File: config.mk
export PLATFORM = sky130hd
export DESIGN_NAME = dma_gctl
export DESIGN_NICKNAME = d
export VERILOG_FILES = /design/src/rtl/dma_gctl_pkg.sv /design/src/rtl/dma_gctl_flag.sv /design/src/rtl/dma_gctl_chan.sv /design/src/rtl/dma_gctl.sv
export SDC_FILE = /design/constraint.sdc
export NUM_CORES = 1
export LEC_CHECK = 0
export ABC_AREA = 1
export CORE_AREA = 2 2 39 41
export DETAILED_ROUTE_END_ITERATION = 16
export DIE_AREA = 0 0 41 43
export DONT_BUFFER_PORTS = 1
export PLACE_DENSITY = 0.45
export SYNTH_ARGS = -nofsm -noshare
export SYNTH_HDL_FRONTEND = slang
export SYNTH_SLANG_ARGS = --single-unit
File: constraint.sdc
create_clock -name clk_i -period 1.1 [get_ports clk_i]
set_input_delay 0.11 -clock clk_i [delete_from_list [all_inputs] [get_ports clk_i]]
set_output_delay 0.11 -clock clk_i [all_outputs]
set_load 0.1 [all_outputs]
File: src/rtl/dma_gctl_pkg.sv
package dma_gctl_pkg;
  localparam int unsigned RUN_BIT  = 0;
  localparam int unsigned FLAG_BIT = 1;
  localparam int unsigned REG_W    = FLAG_BIT + 1;
endpackage

File: src/rtl/dma_gctl_flag.sv
module dma_gctl_flag (
  input  logic clk_i,
  input  logic rst_ni,
  input  logic nmi_i,
  input  logic rd_i,
  input  logic wr_i,
  input  logic wr_flag_i,
  output logic flag_o,
  output logic armed_o
);
  logic flag_q, arm_q, flag_d, arm_d, clr;

  // the event wins over a clear in the same cycle
  assign clr = wr_i & ~wr_flag_i & arm_q & ~nmi_i;

  always_comb begin
    flag_d = flag_q;
    if (nmi_i)    flag_d = 1'b1;
    else if (clr) flag_d = 1'b0;
  end

  // a read racing the set edge arms as though 1 were returned
  always_comb begin
    arm_d = arm_q;
    if (clr)        arm_d = 1'b0;
    else if (rd_i)  arm_d = flag_q | nmi_i;
    else if (nmi_i) arm_d = 1'b0;
  end

  always_ff @(posedge clk_i or negedge rst_ni) begin
    if (!rst_ni) begin
      flag_q <= 1'b0;
      arm_q  <= 1'b0;
    end else begin
      flag_q <= flag_d;
      arm_q  <= arm_d;
    end
  end

  assign flag_o  = flag_q;
  assign armed_o = arm_q;
endmodule

File: src/rtl/dma_gctl_chan.sv
module dma_gctl_chan (
  input  logic clk_i,
  input  logic rst_ni,
  input  logic run_i,
  input  logic flag_i,
  input  logic ch_en_i,
  input  logic start_i,
  input  logic done_i,
  output logic permit_o,
  output logic in_unit_o
);
  logic in_unit_q, start_ok;

  assign start_ok = start_i & run_i & ch_en_i & ~flag_i & ~in_unit_q;

  always_ff @(posedge clk_i or negedge rst_ni) begin
    if (!rst_ni)       in_unit_q <= 1'b0;
    else if (start_ok) in_unit_q <= 1'b1;
    else if (done_i)   in_unit_q <= 1'b0;
  end

  assign permit_o  = run_i & ch_en_i & (~flag_i | in_unit_q);
  assign in_unit_o = in_unit_q;
endmodule

File: src/rtl/dma_gctl.sv
module dma_gctl
  import dma_gctl_pkg::*;
#(
  parameter int unsigned NCH = 4
) (
  input  logic             clk_i,
  input  logic             rst_ni,
  input  logic             nmi_i,
  input  logic             acc_re_i,
  input  logic             acc_we_i,
  input  logic [REG_W-1:0] acc_wdata_i,
  output logic [REG_W-1:0] acc_rdata_o,
  input  logic [NCH-1:0]   ch_en_i,
  input  logic [NCH-1:0]   unit_start_i,
  input  logic [NCH-1:0]   unit_done_i,
  output logic [NCH-1:0]   permit_o
);
  logic run_q, flag, armed;
  logic [NCH-1:0] in_unit;

  always_ff @(posedge clk_i or negedge rst_ni) begin
    if (!rst_ni)       run_q <= 1'b0;
    else if (acc_we_i) run_q <= acc_wdata_i[RUN_BIT];
  end

  dma_gctl_flag i_flag (
    .clk_i    (clk_i),
    .rst_ni   (rst_ni),
    .nmi_i    (nmi_i),
    .rd_i     (acc_re_i),
    .wr_i     (acc_we_i),
    .wr_flag_i(acc_wdata_i[FLAG_BIT]),
    .flag_o   (flag),
    .armed_o  (armed)
  );

  always_comb begin
    acc_rdata_o = '0;
    if (acc_re_i) begin
      acc_rdata_o[RUN_BIT]  = run_q;
      acc_rdata_o[FLAG_BIT] = flag;
    end
  end

  for (genvar c = 0; c < NCH; c++) begin : g_ch
    dma_gctl_chan i_chan (
      .clk_i    (clk_i),
      .rst_ni   (rst_ni),
      .run_i    (run_q),
      .flag_i   (flag),
      .ch_en_i  (ch_en_i[c]),
      .start_i  (unit_start_i[c]),
      .done_i   (unit_done_i[c]),
      .permit_o (permit_o[c]),
      .in_unit_o(in_unit[c])
    );
  end
endmodule

**Word level (Yosys, flattened, before mapping)**

Index checks and enable logic that the tools add are counted.
W data, S select, Z words.

- Input bits: 19
- Register bits: 7
- Logic and storage cells: 66
- Output and inout port bits: 6

- Reduce and logical (&&, ||, !) cells: 6
- Bitwise logic cells: 39
- Multiplexer cells: 14

Operators with widths:

| kind | number |
|---|---|
| $and A1 B1 Y1 | 27 |
| $mux W1 | 13 |
| $reduce_bool A2 Y1 | 5 |
| $not A1 Y1 | 7 |
| $or A1 B1 Y1 | 5 |
| $reduce_bool A3 Y1 | 1 |
| $mux W2 | 1 |

**Depth between registers and ports, before layout**

Gate-level depths: netlist (run 1).

- Depth after elaboration: 6
- Gate-level depth with buffers: 5
- Mapped depth without buffers: 5

**By module**

From an unflattened synthesis (run 1), not the netlist that was laid out.

- Cell total of the unflattened synthesis: 64
- Area, all modules: 417.9 µm²

By module, submodules not included:

| module | cells an instance | times used | sequential area each (µm²) | area each (µm²) |
|---|---|---|---|---|
| dma_gctl_chan | 10 | 4 | 25.0 | 63.8 |
| dma_gctl_flag | 15 | 1 | 50.0 | 107.6 |
| dma_gctl | 9 | 1 | 25.0 | 55.1 |

**Worst setup path after synthesis (run 1)**

Ideal clock, no wire load.

- Path type: reg-to-output
- Start: register i_flag.flag_q (netlist: i_flag.flag_o)
- End: output acc_rdata_o[1]
- Required time: 990 ps
- Arrival: 1,052 ps
- Stages on the path, launching flop included: 3
- Setup slack: -62 ps
- Buffers on the path: 0
- Cell sequence: dfrtp_1 > nand2_1 > inv_1

- Word-level cells in the longest chain between the ends: 1

RTL lines:

| item | RTL line | source |
|---|---|---|
| start, declared | dma_gctl_flag.sv:11 | `logic flag_q, arm_q, flag_d, arm_d, clr;` |
| start signal, assigned | dma_gctl_flag.sv:35 | `flag_q <= flag_d;` |
| $mux W2 | dma_gctl.sv:39 | `if (acc_re_i) begin` |
| end, declared | dma_gctl.sv:12 | `output logic [REG_W-1:0] acc_rdata_o,` |

Every way passes these cells.

**Final worst setup path (run 1)**

- Start: register i_flag.flag_q (netlist: i_flag.flag_o)
- End: output permit_o[1]

- Word-level cells in the longest chain between the ends: 3

RTL lines:

| item | RTL line | source |
|---|---|---|
| $not A1 Y1 | dma_gctl_chan.sv:22 | `assign permit_o = run_i & ch_en_i & (~flag_i \| in_unit_q);` |
| $or A1 B1 Y1 | dma_gctl_chan.sv:22 |  |
| $and A1 B1 Y1 | dma_gctl_chan.sv:22 |  |
| end, declared | dma_gctl.sv:16 | `output logic [NCH-1:0] permit_o` |

Every way passes these cells.

==> impl_results.md, run 1 <==
* Sequential power share at 40.8%
* Design area at 628.1 µm²
* Hold Worst Slack at 0.006115 ns
* Skew-Pair Late Insertion Delay at 0.25 ns
* Die area at 1763 µm²
* Slew Limit Fails at 0
* Synthesis warning total at 0
* Worst Max-Slew Pin Slew at 0.3385 ns
* Sequential area share after synthesis at 43.34%
* Layout cells sized above 1 at 35.82%
* Nets@finish at 87
* CTS tree: yes
* RSZ-0062 raised after global routing: yes
* Cell count after synthesis at 56
* Reg-to-Reg Start: i_flag.flag_o
* Pwr dens at 1119 nW/µm²
* First-pass GRT wire length at 1649 µm
* Leak at 0.0002638 µW
* Largest net degree at the start of global routing at 8
* Post-DR wirelength/cell at 11.46 µm
* Slack of the worst reg-to-reg path at 0.08 ns
* Hold Crit Class: in -> reg
* Outcome: finished, violations left
* DPL Wire Length at 729 µm
* Number of DRC markers in iteration 0 at 6
* Setup ws final at -0.1308 ns
* Port buffer count at 0
* First drt pass iteration count at 2
* Area growth from synthesis to layout at 55.42%
* Routability cong. at 0.6551
* Hold Crit Start: unit_start_i[0]
* Final setup viols at 6
* DRC Markers at 0
* Routed WL at 951 µm
* Critical path origin: i_flag.flag_o
* Clk_skew at 0.009395 ns
* Die height at 43 µm
* Clock transition at path regs at 0.06 ns
* Net Sw Power at 226.0 µW
* # fillers at 144
* IO Pins at 25
* FF+latch area at 177.7 µm²
* Vias in the first global route at 382
* Via count at 365
* Arr. time, crit path at 1.12 ns
* Die Wd at 41 µm
* GRT overflow at 0
* Peak Freq at 812.5 MHz
* Total CTS buffers at 3
* ANT cells at 0
* Synth Register Bits at 7
* Failing checks: negative setup slack
* Worst VDD drop at 0.7988 mV
* Mapped cell area at 404.1 µm²
* Core ar. at 1384 µm²
* Clk sinks at 7
* CTS H-tree depth at 1
* Clock share of power at 33.3%
* Final hold violations at 0
* CP Data Required Time at 0.99 ns
* Startpoint type of the worst setup path: flop
* Routed Antenna Nets at 0
* Syn_area_per_cell at 7.217 µm²
* Post-Syn Nets at 75
* Post-DP Area at 536.8 µm²
* Final min period at 1.231 ns
* Max-Cap Viols at 0
* Worst Path Max Fanout at 6
* Synth cell types at 11
* Clock Tree Buf Depth at 2
* Row count at 14
* Sw frac at 32.15%
* Setup CP Type: reg -> out
* Slew headroom at 77.36%
* Fin Setup TNS at -0.6978 ns
* Area occupied by multi-input gates at 185.2 µm²
* Vias/cell at 4.398
* Clock Tree Root: clkbuf_4
* Internal at 477.0 µW
* Pre-CTS setup slack at 0.04589 ns
* Combinational share of power at 25.9%
* Setup crit end kind: output pin
* Starting Density at 29.20%
* Final Cycle Share at 111.9%
* All-Layer GR Usage at 14.55%
* Initial antenna violation count at 0
## logic make-up (layout without fill, tap and decap cells)
family | count (synthesis) | count (layout) | share of synthesized area [%]
AND/OR/NAND/NOR | 24 | 24 | 24.15
buffers and inverters | 15 | 26 | 17.65
AO/OA/AOI/OAI | 10 | 10 | 14.86
flip-flops | 7 | 7 | 43.34
## cells in the mapped netlist
cell	number	area share, %
nand3_1	4	5.0
nand4_1	1	1.5
nor2_1	7	6.5
o21ai_1	1	1.2
a21oi_1	4	5.0
dfrtp_1	7	43
o21bai_1	4	7.4
o21ai_0	1	1.2
nand2_1	12	11
buf_4	4	7.4
inv_1	11	10
## path summary, 6_finish.rpt
path	end	cells after the start
min reg2reg	i_flag.armed_o	2
min in group asynchronous	g_ch[1].i_chan.in_unit_o	1
min	g_ch[0].i_chan.in_unit_o	2
max	permit_o[1]	2
max in group asynchronous	run_q	1
max reg2reg	g_ch[3].i_chan.in_unit_o	4
## flip-flops by register name (all words and copies together) (netlist names)
signal / cells
g_ch.i_chan.in_unit_o: 4
i_flag.armed_o: 1
i_flag.flag_o: 1
run_q: 1
## cells in the final DEF (no fill, tap or decap), drive strengths merged, types with 2 or more instances in the layout
cell type / instances
nand2: 12
inv: 9
nor2: 7
buf: 7
dfrtp: 7
a21oi: 4
nand3: 4
o21bai: 4
dlygate4sd3: 4
clkbuf: 4
clkinvlp: 2
o21ai: 2
## layout make-up
type	count	area share, %
clock buffer	4	4.183
inverter	11	8.167
multi-input combinational	34	29.48
sequential	7	28.29
tap	16	3.187
timing repair buffer	11	26.69
## routing by layer
metal	vias to the layer above	part of all wire, %	track usage (%)
met1	159	36	16.39
met2	12	56	22.50
met5	-	0	0
met3	0	8.0	8.377
met4	0	0	4.000
li1	194	-	-
## critical path, stage by stage (launching register included)
cell and delay, ns:
dfrtp_2 0.47, a21oi_2 0.20, buf_12 0.19
## repair_timing
action	in CTS	in global routing
setup buffers	1	0
resized for setup	5	4
gates cloned	0	0
hold endpoints to repair	8	1
pin swaps	4	1
hold buffers	3	1
setup endpoints to repair	6	7
## per-stage QoR
step                instances  utilization, %  total power (µW)
finish                     83           45.39             703.1
global route               83           45.39             748.3
CTS                        82           43.94             708.6
detailed placement         74           38.79             446.8
global placement           74           38.79             445.9
floorplan                  56               -             395.2
## power groups by stage
stage / Sequential (µW) / Clock, µW / Combinational, µW
3_5_place_dp: 289 / 0 / 158
4_1_cts: 285 / 245 / 178
3_3_place_gp: 288 / 0 / 158
5_1_grt: 288 / 265 / 195
6_report: 287 / 234 / 182
2_1_floorplan: 283 / 0 / 112
Power figures use the tool's default switching activity.
==> inputs of run 2 (changes only) <==
CORE_AREA = default   (was 2 2 39 41)
CORE_MARGIN = 1   (was default)
CORE_UTILIZATION = 30   (was default)
DIE_AREA = default   (was 0 0 41 43)
==> run 2 against run 1 <==
The flow still finishes with violations (negative setup slack); maximum frequency decreased by 0.90%; critical path depth increased by 1; cell area increased by 1.2%; sequential power increased by 1%; flip-flop and latch count unchanged; total power increased by 0.27%; utilization increased by 8.9 points; routed wire length decreased by 6.2%; count of clock-buffer cells in the layout unchanged; clock skew decreased by 0.0072 ns; largest cell class unchanged.
==> impl_results.md, run 2 (synthesis results as in run 1) <==
* Setup ws final at -0.1420 ns (was -0.1308 ns)
* Vias in the first global route at 342 (was 382)
* Startpoint type of the worst setup path: flop (unchanged)
* Slew headroom at 79.43% (was 77.36%)
* Reg-to-Reg Start: i_flag.flag_o (unchanged)
* Final hold violations at 0 (unchanged)
* Hold Crit Class: in -> reg (unchanged)
* Total CTS buffers at 3 (unchanged)
* RSZ-0062 raised after global routing: yes (unchanged)
* Worst Path Max Fanout at 7 (was 6)
* Clk sinks at 7 (unchanged)
* Overall Power at 705.0 µW (was 703.1 µW)
* Outcome: finished, violations left (unchanged)
* Layout cells sized above 1 at 33.85% (was 35.82%)
* Port buffer count at 0 (unchanged)
* Vias/cell at 4.671 (was 4.398)
* Clock Tree Buf Depth at 2 (unchanged)
* Fin Setup TNS at -0.7893 ns (was -0.6978 ns)
* Clock transition at path regs at 0.05 ns (was 0.06 ns)
* All-Layer GR Usage at 13.70% (was 14.55%)
* DRC Markers at 0 (unchanged)
* Clk_skew at 0.002190 ns (was 0.009395 ns)
* Routability cong. at 0.6554 (was 0.6551)
* Leak at 0.0002596 µW (was 0.0002638 µW)
* Worst R2R End: g_ch[2].i_chan.in_unit_o (was g_ch[3].i_chan.in_unit_o)
* Number of DRC markers in iteration 0 at 2 (was 6)
* Worst VDD drop at 0.7551 mV (was 0.7988 mV)
* ANT cells at 0 (unchanged)
* Hold Worst Slack at 0.005744 ns (was 0.006115 ns)
* Arr. time, crit path at 1.13 ns (was 1.12 ns)
* Area growth from synthesis to layout at 57.28% (was 55.42%)
* Slack of the worst reg-to-reg path at 0.07 ns (was 0.08 ns)
* Clock Tree Root: clkbuf_4 (unchanged)
* Final setup viols at 6 (unchanged)
* Starting Density at 34.51% (was 29.20%)
* Routed WL at 892 µm (was 951 µm)
* Max reg flops at 4 (unchanged)
* Setup CP Type: reg -> out (unchanged)
* Final design utilization at 54.27% (was 45.39%)
* Slew Limit Fails at 0 (unchanged)
* Max-Cap Viols at 0 (unchanged)
* CTS tree: yes (unchanged)
* Via count at 369 (was 365)
* CTS H-tree depth at 1 (unchanged)
* CP Data Required Time at 0.99 ns (about the same)
* Initial antenna violation count at 0 (unchanged)
* First-pass GRT wire length at 1359 µm (was 1649 µm)
* Largest net degree at the start of global routing at 8 (unchanged)
* Worst Max-Slew Pin Slew at 0.3075 ns (was 0.3385 ns)
* Critical path origin: i_flag.flag_o (unchanged)
* Die area at 1498 µm² (was 1763 µm²)
* Routed Antenna Nets at 0 (unchanged)
* Setup crit end kind: output pin (unchanged)
* Post-DR wirelength/cell at 11.29 µm (was 11.46 µm)
* DPL Wire Length at 676.3 µm (was 729 µm)
* Final Cycle Share at 112.9% (was 111.9%)
* Final min period at 1.242 ns (was 1.231 ns)
* Failing checks: negative setup slack (unchanged)
* IO Pins at 25 (unchanged)
* Peak Freq at 805.2 MHz (was 812.5 MHz)
* CP endpoint: acc_rdata_o[1] (was permit_o[1])
* Commonest non-fill, non-tap cell in the layout: inv_1 (unchanged)
* Die Wd at 38.71 µm (was 41 µm)
* GRT overflow at 0 (unchanged)
* First drt pass iteration count at 2 (unchanged)
* Row count at 12 (was 14)
* Die height at 38.71 µm (was 43 µm)
* Most frequent cells in the layout: inv_1 (9), nor2_1 (7), nand2_1 (7) (was inv_1 (8), nor2_1 (7), nand2_1 (7))
* Core ar. at 1171 µm² (was 1384 µm²)
* Skew-Pair Late Insertion Delay at 0.25 ns (about the same)
* Pwr dens at 1109 nW/µm² (was 1119 nW/µm²)
* Nets@finish at 85 (was 87)
* Reg2reg path depth at 3 (was 4)
-- run 2: cell count changes in the layout (fill, tap and decap cells not counted) --
cell,change
a21oi_2,-4
a21oi_4,+4
buf_4,-1
dlygate4sd3_1,-1
inv_1,+1
inv_4,-1
-- run 2: area by class of cell --
| type | count | area [µm²] |
|---|---|---|
| clock buffers | 4 | 26.28 |
| well taps | 14 | 17.52 |
| flip-flops and latches | 7 | 177.7 |
| repair buffers | 9 | 150.1 |
| inverters | 11 | 48.80 |
| multi-input cells | 34 | 215.2 |
| fillers | 117 | 535.5 |
-- run 2: how the worst min path moves through the flow --
stage	from	depth (start not counted)	to	slack [ns]
finish	nmi_i	2	i_flag.flag_o	0.006
global route	unit_start_i[3]	2	g_ch[3].i_chan.in_unit_o	0.004
CTS	nmi_i	2	i_flag.flag_o	0.0003
detailed placement	rst_ni	0	g_ch[0].i_chan.in_unit_o	-0.19
global placement	rst_ni	0	g_ch[2].i_chan.in_unit_o	-0.19
floorplan	rst_ni	0	g_ch[0].i_chan.in_unit_o	-0.19
-- run 2: power by group --
group	total [µW]	internal (µW)	switching [µW]
combinational	181	64.2	117
clock	233	138	94.9
sequential	291	271	19.8
total	705	474	231
-- run 2: per-stage QoR --
stage                     cells  setup WS, ns  area [µm²]
after floorplan              56       0.05673       411.6
after global placement       72       0.05170       534.3
after detailed placement     72       0.04078       534.3
after CTS                    79       -0.1421       593.1
after global routing         79       -0.1819       635.6
final                        79       -0.1420       635.6
-- run 2: timing repair --
action,CTS,global route
endpoints found under the setup margin,6,6
pin swaps,4,0
hold endpoints to repair,8,0
resized for setup,2,9
setup buffers,0,0
hold buffers,3,0
gates cloned,0,0
-- run 2: worst max-delay path, cell delays in order, from the launching register on --
cell and delay (ns):
dfrtp_2 0.51, nand2_2 0.12, clkinvlp_4 0.09, buf_12 0.17
-- run 2: metal layers --
layer / share of wire, % / track usage [%] / wire, µm
met2: 51 / 22.50 / 459
met4: 0 / 2.586 / 0
met5: 0 / 0 / 0
met3: 7.6 / 6.936 / 68
met1: 41 / 15.90 / 364
==> inputs of run 3 (changes only) <==
CELL_PAD_IN_SITES_DETAIL_PLACEMENT = 0   (was default)
CELL_PAD_IN_SITES_GLOBAL_PLACEMENT = 1   (was default)
PLACE_DENSITY = 0.61   (was 0.45)
==> run 3 against run 2 <==
The flow still finishes with violations (negative setup slack); count of clock-buffer cells in the layout unchanged; sequential share of layout area grew 0.79 points; die area is the same; setup slack improved by 0.011 ns; register-to-register slack hardly changed; via count increased by 5.4%; critical path type unchanged; largest power group unchanged; highest routed layer unchanged.
==> impl_results.md, run 3 (synthesis results as in run 1) <==
* Outcome: finished, violations left (unchanged)
* Failing checks: negative setup slack (unchanged)
* Buf+Inv Stages, Crit Path at 1 (was 2)
* Arr. time, crit path at 1.12 ns (was 1.13 ns)
* Post-DP Area at 534.3 µm² (unchanged)
* Worst Path Max Fanout at 6 (was 7)
* Pwr dens at 1121 nW/µm² (was 1109 nW/µm²)
* Clock share of power at 32.0% (was 33.1%)
* Most frequent cells in the layout: inv_1 (8), nor2_1 (7), nand2_1 (7) (was inv_1 (9), nor2_1 (7), nand2_1 (7))
* Vias/cell at 4.863 (was 4.671)
* DRC Markers at 0 (unchanged)
* Hold Crit Class: in -> reg (unchanged)
* Stages on worst setup path at 2 (was 3)
* Via count at 389 (was 369)
* Setup ws final at -0.1310 ns (was -0.1420 ns)
* Die height at 38.71 µm (unchanged)
* Final min period at 1.231 ns (was 1.242 ns)
* Final Non-Filler Cells at 80 (was 79)
* Worst path top cell family by delay: flip-flops (unchanged)
* Startpoint type of the worst setup path: flop (unchanged)
* Initial antenna violation count at 0 (unchanged)
* Reg2reg path depth at 4 (was 3)
* Number of DRC markers in iteration 0 at 2 (unchanged)
* IO Pins at 25 (unchanged)
* Port buffer count at 0 (unchanged)
* Final design utilization at 52.78% (was 54.27%)
* First drt pass iteration count at 2 (unchanged)
* Leak at 0.0002611 µW (was 0.0002596 µW)
* Area growth from synthesis to layout at 52.94% (was 57.28%)
* CTS H-tree depth at 1 (unchanged)
* Final hold violations at 0 (unchanged)
* Internal at 475.7 µW (was 473.7 µW)
* Combinational share of power at 26.4% (was 25.6%)
* Starting Density at 34.51% (unchanged)
* Core ar. at 1171 µm² (unchanged)
* Routed Antenna Nets at 0 (unchanged)
* Routability cong. at 0.6455 (was 0.6554)
* Max-Cap Viols at 0 (unchanged)
* Peak Freq at 812.4 MHz (was 805.2 MHz)
* Row count at 12 (unchanged)
* ANT cells at 0 (unchanged)
* Routed WL at 942 µm (was 892 µm)
* Largest net degree at the start of global routing at 8 (unchanged)
* Hold Worst Slack at 0.01128 ns (was 0.005744 ns)
* GRT overflow at 0 (unchanged)
* RSZ-0062 raised after global routing: yes (unchanged)
* Clk_skew at 0.001335 ns (was 0.002190 ns)
* Skew-Pair Late Insertion Delay at 0.24 ns (was 0.25 ns)
* Clock Tree Buf Depth at 2 (unchanged)
* CP Data Required Time at 0.99 ns (about the same)
* Clk sinks at 7 (unchanged)
* Final Cycle Share at 111.9% (was 112.9%)
* # fillers at 133 (was 117)
* Max reg flops at 4 (unchanged)
* CTS tree: yes (unchanged)
* Sequential power share at 41.7% (was 41.3%)
* Layout cells sized above 1 at 37.88% (was 33.85%)
* Area occupied by multi-input gates at 192.7 µm² (was 215.2 µm²)
* Slew headroom at 79.24% (was 79.43%)
* FF+latch area at 177.7 µm² (unchanged)
* All-Layer GR Usage at 14.49% (was 13.70%)
* Post-DR wirelength/cell at 11.78 µm (was 11.29 µm)
* Dpl cells at 72 (unchanged)
* Worst Max-Slew Pin Slew at 0.3105 ns (was 0.3075 ns)
* Die area at 1498 µm² (unchanged)
* First-pass GRT wire length at 1449 µm (was 1359 µm)
* DPL Wire Length at 727.5 µm (was 676.3 µm)
* Design area at 618.1 µm² (was 635.6 µm²)
* Sw frac at 31.34% (was 32.80%)
* CP max-delay cell: dfrtp_2 (unchanged)
* Clock transition at path regs at 0.05 ns (about the same)
* Commonest non-fill, non-tap cell in the layout: inv_1 (unchanged)
* Worst path max stage delay at 0.47 ns (was 0.51 ns)
* Die Wd at 38.71 µm (unchanged)
* Net Sw Power at 217.1 µW (was 231.2 µW)
* Slew Limit Fails at 0 (unchanged)
* CP Cell Sequence: a21oi_2, buf_12 (was nand2_2, clkinvlp_4, buf_12)
* Nets@finish at 86 (was 85)
* Final setup viols at 6 (unchanged)
* Setup crit end kind: output pin (unchanged)
* Clock Tree Root: clkbuf_4 (unchanged)
* WHS Path Cells at 2 (unchanged)
* Total CTS buffers at 3 (unchanged)
* Vias in the first global route at 374 (was 342)
* Setup CP Type: reg -> out (unchanged)
* Worst VDD drop at 0.6596 mV (was 0.7551 mV)
-- run 3: area by class of cell --
type                       count  share of cell area (%)
clock buffer                   4                   4.251
sequential                     7                   28.74
inverter                      11                   7.895
tap                           14                   2.834
timing repair buffer          10                   25.10
multi-input combinational     34                   31.17
-- run 3: timing repair --
item	CTS	global route
setup endpoints to repair	6	6
pin swaps	1	0
hold endpoints to repair	8	0
hold buffers	2	0
resized for setup	4	5
buffers inserted	2	0
gates cloned	0	0
-- run 3: path summary, 6_finish.rpt --
check	from	end	slack, ns
setup / recovery	i_flag.flag_o	permit_o[0]	-0.13
hold / removal	acc_we_i	run_q	0.01
setup reg to reg	i_flag.flag_o	g_ch[1].i_chan.in_unit_o	0.06
hold reg to reg	g_ch[2].i_chan.in_unit_o	g_ch[2].i_chan.in_unit_o	0.56
max in group asynchronous	rst_ni	i_flag.flag_o	0.65
min in group asynchronous	rst_ni	g_ch[2].i_chan.in_unit_o	0.19
-- run 3: layer usage --
layer / global-route usage (%) / up-vias / wire length, µm
met1: 15.05 / 180 / 380
li1: - / 191 / -
met3: 6.936 / 0 / 101
met5: 0 / - / 0
met2: 25.00 / 18 / 461
met4: 5.172 / 0 / 0
-- run 3: metrics by stage --
stage | power (µW) | setup TNS (ns) | worst slack (ns)
after floorplan | 395.2 | 0 | 0.05673
after global placement | 445.7 | 0 | 0.05030
after detailed placement | 450.1 | 0 | 0.04773
after CTS | 701.1 | -0.7466 | -0.1417
after global routing | 739.8 | -1.023 | -0.1810
final | 692.8 | -0.6930 | -0.1310
-- run 3: power by group through the flow --
stage / logic, µW / registers, µW / clock network [µW]
finish: 183 / 289 / 221
global route: 194 / 291 / 255
CTS: 181 / 286 / 234
detailed placement: 160 / 291 / 0
global placement: 156 / 290 / 0
floorplan: 112 / 283 / 0
